`config.mk`:
```
export PLATFORM = sky130hd
export DESIGN_NAME = gpio_mask_port
export DESIGN_NICKNAME = d
export VERILOG_FILES = /design/src/rtl/gpio_port_pkg.sv /design/src/rtl/gpio_in_sync.sv /design/src/rtl/gpio_addr_decode.sv /design/src/rtl/gpio_port_regs.sv /design/src/rtl/gpio_mask_port.sv
export SDC_FILE = /design/constraint.sdc
export NUM_CORES = 1
export LEC_CHECK = 0
export ABC_AREA = 1
export ABC_CLOCK_PERIOD_IN_PS = 2700
export BUFFER_PORTS_ARGS = -buffer_cell sky130_fd_sc_hd__buf_2
export CELL_PAD_IN_SITES_DETAIL_PLACEMENT = 0
export CELL_PAD_IN_SITES_GLOBAL_PLACEMENT = 1
export CORE_UTILIZATION = 30
export DETAILED_ROUTE_END_ITERATION = 6
export GPL_TIMING_DRIVEN = 1
export PLACE_DENSITY_LB_ADDON = 0.1
export SYNTH_ARGS = -nofsm -noshare
export SYNTH_HDL_FRONTEND = slang
export SYNTH_SLANG_ARGS = --single-unit
```
`constraint.sdc`:
```
create_clock -name clk -period 2.7 [get_ports clk]
set_input_delay 0.135 -clock clk [delete_from_list [all_inputs] [get_ports clk]]
set_output_delay 0.135 -clock clk [all_outputs]
set_load 0.02 [all_outputs]
```
`src/rtl/gpio_port_pkg.sv`:
```
package gpio_port_pkg;

   // Kind of register a bus transfer hits
   typedef enum logic [1:0] {
      ACC_NONE = 2'd0,
      ACC_DATA = 2'd1,
      ACC_DIR  = 2'd2,
      ACC_VOID = 2'd3
   } acc_kind_e;

endpackage

```
`src/rtl/gpio_in_sync.sv`:
```
module gpio_in_sync #(
   parameter int LINES  = 8,
   parameter int STAGES = 2
) (
   input  logic             clk,
   input  logic             rst_n,
   input  logic [LINES-1:0] async_i,
   output logic [LINES-1:0] sync_o
);

   if (STAGES < 0) begin : g_bad_stages
      $error("gpio_in_sync: STAGES must not be negative");
   end

   if (STAGES == 0) begin : g_bypass
      logic unused_clk_rst;
      assign unused_clk_rst = clk ^ rst_n;
      assign sync_o = async_i;
   end else begin : g_chain
      logic [LINES-1:0] stage_q [STAGES];

      always_ff @(posedge clk or negedge rst_n) begin
         if (!rst_n) begin
            for (int s = 0; s < STAGES; s++) stage_q[s] <= '0;
         end else begin
            stage_q[0] <= async_i;
            for (int s = 1; s < STAGES; s++) stage_q[s] <= stage_q[s-1];
         end
      end

      assign sync_o = stage_q[STAGES-1];
   end

endmodule

```
`src/rtl/gpio_addr_decode.sv`:
```
module gpio_addr_decode
   import gpio_port_pkg::*;
#(
   parameter int LINES      = 8,
   parameter int ADDR_W     = 12,
   parameter int MASK_LSB   = 2,
   parameter int DIR_OFFSET = 'h400
) (
   input  logic              sel_i,
   input  logic [ADDR_W-1:0] addr_i,
   output acc_kind_e         kind_o,
   output logic [LINES-1:0]  mask_o
);

   localparam int WIN_BITS = MASK_LSB + LINES;
   localparam logic [ADDR_W-1:0] DIR_ADDR = ADDR_W'(DIR_OFFSET);

   if (WIN_BITS >= ADDR_W) begin : g_bad_window
      $error("gpio_addr_decode: data window does not fit below ADDR_W");
   end
   if (DIR_OFFSET < (1 << WIN_BITS) || DIR_OFFSET >= (1 << ADDR_W)) begin : g_bad_dir
      $error("gpio_addr_decode: DIR_OFFSET must lie above the data window");
   end

   logic in_window;
   logic at_dir;
   logic unused_lsbs;

   assign in_window   = (addr_i[ADDR_W-1:WIN_BITS] == '0);
   assign at_dir      = (addr_i[ADDR_W-1:MASK_LSB] == DIR_ADDR[ADDR_W-1:MASK_LSB]);
   assign mask_o      = addr_i[MASK_LSB +: LINES];
   assign unused_lsbs = ^addr_i[MASK_LSB-1:0];

   always_comb begin
      if (!sel_i)         kind_o = ACC_NONE;
      else if (in_window) kind_o = ACC_DATA;
      else if (at_dir)    kind_o = ACC_DIR;
      else                kind_o = ACC_VOID;
   end

endmodule

```
`src/rtl/gpio_port_regs.sv`:
```
module gpio_port_regs #(
   parameter int LINES = 8
) (
   input  logic             clk,
   input  logic             rst_n,
   input  logic             data_we_i,
   input  logic             dir_we_i,
   input  logic [LINES-1:0] mask_i,
   input  logic [LINES-1:0] wdata_i,
   output logic [LINES-1:0] dir_o,
   output logic [LINES-1:0] out_o
);

   logic [LINES-1:0] dir_q;
   logic [LINES-1:0] out_q;
   logic [LINES-1:0] upd;

   // only selected lines that are already outputs take the new value
   assign upd = data_we_i ? (mask_i & dir_q) : '0;

   always_ff @(posedge clk or negedge rst_n) begin
      if (!rst_n) begin
         dir_q <= '0;
         out_q <= '0;
      end else begin
         if (dir_we_i) dir_q <= wdata_i;
         out_q <= (out_q & ~upd) | (wdata_i & upd);
      end
   end

   assign dir_o = dir_q;
   assign out_o = out_q;

endmodule

```
`src/rtl/gpio_mask_port.sv`:
```
module gpio_mask_port
   import gpio_port_pkg::*;
#(
   parameter int LINES       = 8,
   parameter int ADDR_W      = 12,
   parameter int MASK_LSB    = 2,
   parameter int DIR_OFFSET  = 'h400,
   parameter int SYNC_STAGES = 2
) (
   input  logic              clk,
   input  logic              rst_n,
   input  logic              bus_sel,
   input  logic              bus_wr,
   input  logic [ADDR_W-1:0] bus_addr,
   input  logic [LINES-1:0]  bus_wdata,
   output logic [LINES-1:0]  bus_rdata,
   input  logic [LINES-1:0]  pin_in,
   output logic [LINES-1:0]  pin_out,
   output logic [LINES-1:0]  pin_oe
);

   if (LINES < 1) begin : g_bad_lines
      $error("gpio_mask_port: LINES must be at least 1");
   end
   if (MASK_LSB < 1) begin : g_bad_lsb
      $error("gpio_mask_port: MASK_LSB must be at least 1");
   end

   acc_kind_e        kind;
   logic [LINES-1:0] mask;
   logic [LINES-1:0] dir;
   logic [LINES-1:0] dout;
   logic [LINES-1:0] pin_sync;
   logic [LINES-1:0] rd_next;
   logic [LINES-1:0] rdata_q;

   gpio_addr_decode #(
      .LINES(LINES), .ADDR_W(ADDR_W), .MASK_LSB(MASK_LSB), .DIR_OFFSET(DIR_OFFSET)
   ) dec_i (
      .sel_i(bus_sel), .addr_i(bus_addr), .kind_o(kind), .mask_o(mask)
   );

   gpio_port_regs #(.LINES(LINES)) regs_i (
      .clk      (clk),
      .rst_n    (rst_n),
      .data_we_i(bus_wr && kind == ACC_DATA),
      .dir_we_i (bus_wr && kind == ACC_DIR),
      .mask_i   (mask),
      .wdata_i  (bus_wdata),
      .dir_o    (dir),
      .out_o    (dout)
   );

   gpio_in_sync #(.LINES(LINES), .STAGES(SYNC_STAGES)) sync_i (
      .clk(clk), .rst_n(rst_n), .async_i(pin_in), .sync_o(pin_sync)
   );

   always_comb begin
      unique case (kind)
         ACC_DATA: rd_next = mask & ((dir & dout) | (~dir & pin_sync));
         ACC_DIR:  rd_next = dir;
         default:  rd_next = '0;
      endcase
   end

   always_ff @(posedge clk or negedge rst_n) begin
      if (!rst_n)                  rdata_q <= '0;
      else if (bus_sel && !bus_wr) rdata_q <= rd_next;
   end

   assign bus_rdata = rdata_q;
   assign pin_out   = dout;
   assign pin_oe    = dir;

endmodule

```
==> results.yml <==
clock_network:
  clock_path_buffers: 2
  cts_root_buffer: "clkbuf_8"
  numCtsBuffers: 5
  hold_buffers: 9
  clk_latency_ps: 280
  cts_resized: 0
  cts_setup_buffers: 0
  htreeDepth: 2
  clkTransAtPathRegs_ps: 70
  cts.sinks: 40
  cts_tree: "yes"
die:
  die-area_mm2: 0.006204
  fp.dieW_um: 78.77
  pin_count: 56
  row_count: 27
  initial_core_util: 0.3153
  dieHeight_um: 78.77
  core_mm2: 0.005608
sta:
  setup_ws_ps: 1561
  post-route-period-util: 0.4218
  hold_viol_final: 0
  fin_skew_ps: 3.725
  finalSetupViolCount: 0
  tightestPinTransition_ps: 885.3
  fmax_ghz: 0.8780
  fin_setup_tns_ps: 0
  rsz0062_at_grt: "no"
  period_needed_ps: 1139
  relSlewSlack: 0.4098
  maxSlewViolCount: 0
setup_path:
  worstReg2RegStart: "regs_i.dir_o[6]"
  arrival_ps: 1310
  cp-end-kind: "flop"
  r2r_end: "bus_rdata[6]"
  rrSetupSlack_ps: 1730
  rr_worst_depth: 6
  crit_fanout: 16
  critPathLaunchType: "primary input"
  setup.worst_path.class: "primary input to flop"
  critPathRequiredTime_ps: 2870
logic_synthesis:
  ys_ff_latch: 40
  synthArstFlopShare: 1.000
  synth_edf_count: 0
  synth.top_cell.area_share: 0.5662
  yosysMostFrequentCell: "dfrtp_1"
  synth_cells: 197
  synth_flop_cell: "dfrtp_1"
  ys_warn_count: 0
  synth.area.top_cells: "dfrtp_1, nor2_1, nand3_1, nand2_1, inv_1"
  syn-cell-area_mm2: 0.001768
  syn_avg_cell_area_um2: 8.974
  yosysSeqAreaShare: 0.5662
  syn-num-nets: 229
  synthDistinctLibCells: 17
  netlist_top_cells_count: "dfrtp_1, nor2_1, nand2_1, inv_1, nand3_1"
  synth_area_leader_cell: "dfrtp_1"
cells_and_area:
  drive_gt1_frac: 0.2906
  antenna_cells: 0
  n_fill_cell: 604
  area_growth_pct: 29.02
  fin_nets: 296
  stdcell_count: 337
  design_area_mm2: 0.002281
job:
  drv_cap: 0
route:
  viasPerCell: 4.306
  antenna_left: 0
  vias: 1451
  post_drt_wl_per_cell_um: 11.94
  wl_mm: 4.023
  firstDrtPassIters: 4
  drt_iter0_drc: 60
  drc_errors: 0
hold_path:
  hold_depth: 3
  min_from: "bus_wdata[3]"
  hp-class: "primary input to flop"
  hold_end: "regs_i.dir_o[3]"
placement:
  port_buffers: 53
  place_area_mm2: 0.002101
  placed_cells: 320
  gp_congestion: 0.6869
  hpwl_mm: 2.741
  dp_slack_ps: 1260
grt:
  grt_max_degree: 41
  track_usage: 0.1444
  gr-total-overflow: 0
  grt_pass1_wl_mm: 6.755
  grt_pass1_vias: 1389
  antenna_found_initial: 0
status:
  status: "finished clean"
power:
  p_int_mw: 0.8878
  peakVddDrop_uv: 277.2
  p_total_mw: 1.186
  swShare: 0.2514
  power_leakage_nw: 1.200
  p_comb_frac: 0.118
  p_seq_frac: 0.539
  p_per_area_mw_per_mm2: 519.9
  p_switching_mw: 0.2981
  clkPwrFrac: 0.342
[worst max-delay path, cell delays in order]
cell and delay, ps:
buf_2 130, nor3_4 480, nand3_4 320, nand2_1 160
o21ai_2 60
[layout by cell type (no fill, tap or decap)]
| cell | n |
|---|---|
| nand3_4 | 1 |
| o21ai_2 | 8 |
| a21oi_1 | 8 |
| o21ai_1 | 3 |
| nor2_4 | 2 |
| inv_1 | 30 |
| dlygate4sd3_1 | 9 |
| inv_2 | 1 |
| clkbuf_8 | 6 |
| nand3_1 | 24 |
| nand2_2 | 3 |
| nor2_8 | 1 |
| buf_2 | 53 |
| nor3_4 | 1 |
| clkbuf_1 | 2 |
| nand2_1 | 32 |
| nand2_4 | 1 |
| dfrtp_1 | 40 |
| o21ai_0 | 5 |
| nor2_1 | 35 |
[worst max path at each step]
| stage | depth (start not counted) | from | to |
|---|---|---|---|
| after floorplan | 9 | bus_sel | regs_i.dir_o[5] |
| after global placement | 5 | bus_addr[5] | regs_i.dir_o[2] |
| after detailed placement | 5 | bus_addr[5] | regs_i.dir_o[1] |
| after CTS | 2 | rst_n | sync_i.g_chain.stage_q[13] |
| after global routing | 2 | rst_n | async pin |
| final | 5 | bus_addr[5] | regs_i.dir_o[1] |
[cells by family (layout without fill, tap and decap cells)]
group,count (synthesis),after routing,share of synthesized area
AOI/OAI and AO/OA,24,24,0.08492
and+or+nand+nor,100,100,0.2704
DFF,40,40,0.5662
buffers and inverters,33,101,0.07855
[area by class of cell]
| type | count | area (um^2) | share of cell area |
|---|---|---|---|
| inverter | 31 | 116.4 | 0.05101 |
| multi-input combinational | 124 | 628.1 | 0.2754 |
| sequential | 40 | 1001 | 0.4388 |
| tap | 72 | 90.09 | 0.03950 |
| timing repair buffer | 62 | 355.3 | 0.1558 |
| clock buffer | 8 | 90.09 | 0.03950 |
[metrics by stage]
step	utilization	hold WS (ps)
3_5_place_dp	0.3746	244.3
6_report	0.4067	105.1
5_1_grt	0.4067	115.9
3_3_place_gp	0.3746	243.8
2_1_floorplan	-	-160.6
4_1_cts	0.4067	101.6
[metal layers]
| metal | part of all wire | vias up | track usage |
|---|---|---|---|
| met5 | 0 | - | 0 |
| met4 | 0.011 | 0 | 0.04444 |
| met3 | 0.038 | 7 | 0.03103 |
| met2 | 0.46 | 35 | 0.2270 |
| met1 | 0.49 | 660 | 0.1981 |
| li1 | - | 749 | - |
[power groups by stage]
stage	clock network [mW]	registers, mW	logic (mW)
floorplan	0	0.669	0.0472
global placement	0	0.652	0.134
detailed placement	0	0.652	0.133
CTS	0.420	0.640	0.144
global route	0.442	0.643	0.158
finish	0.406	0.639	0.141
Note: power is estimated with default switching activity, not from simulation.
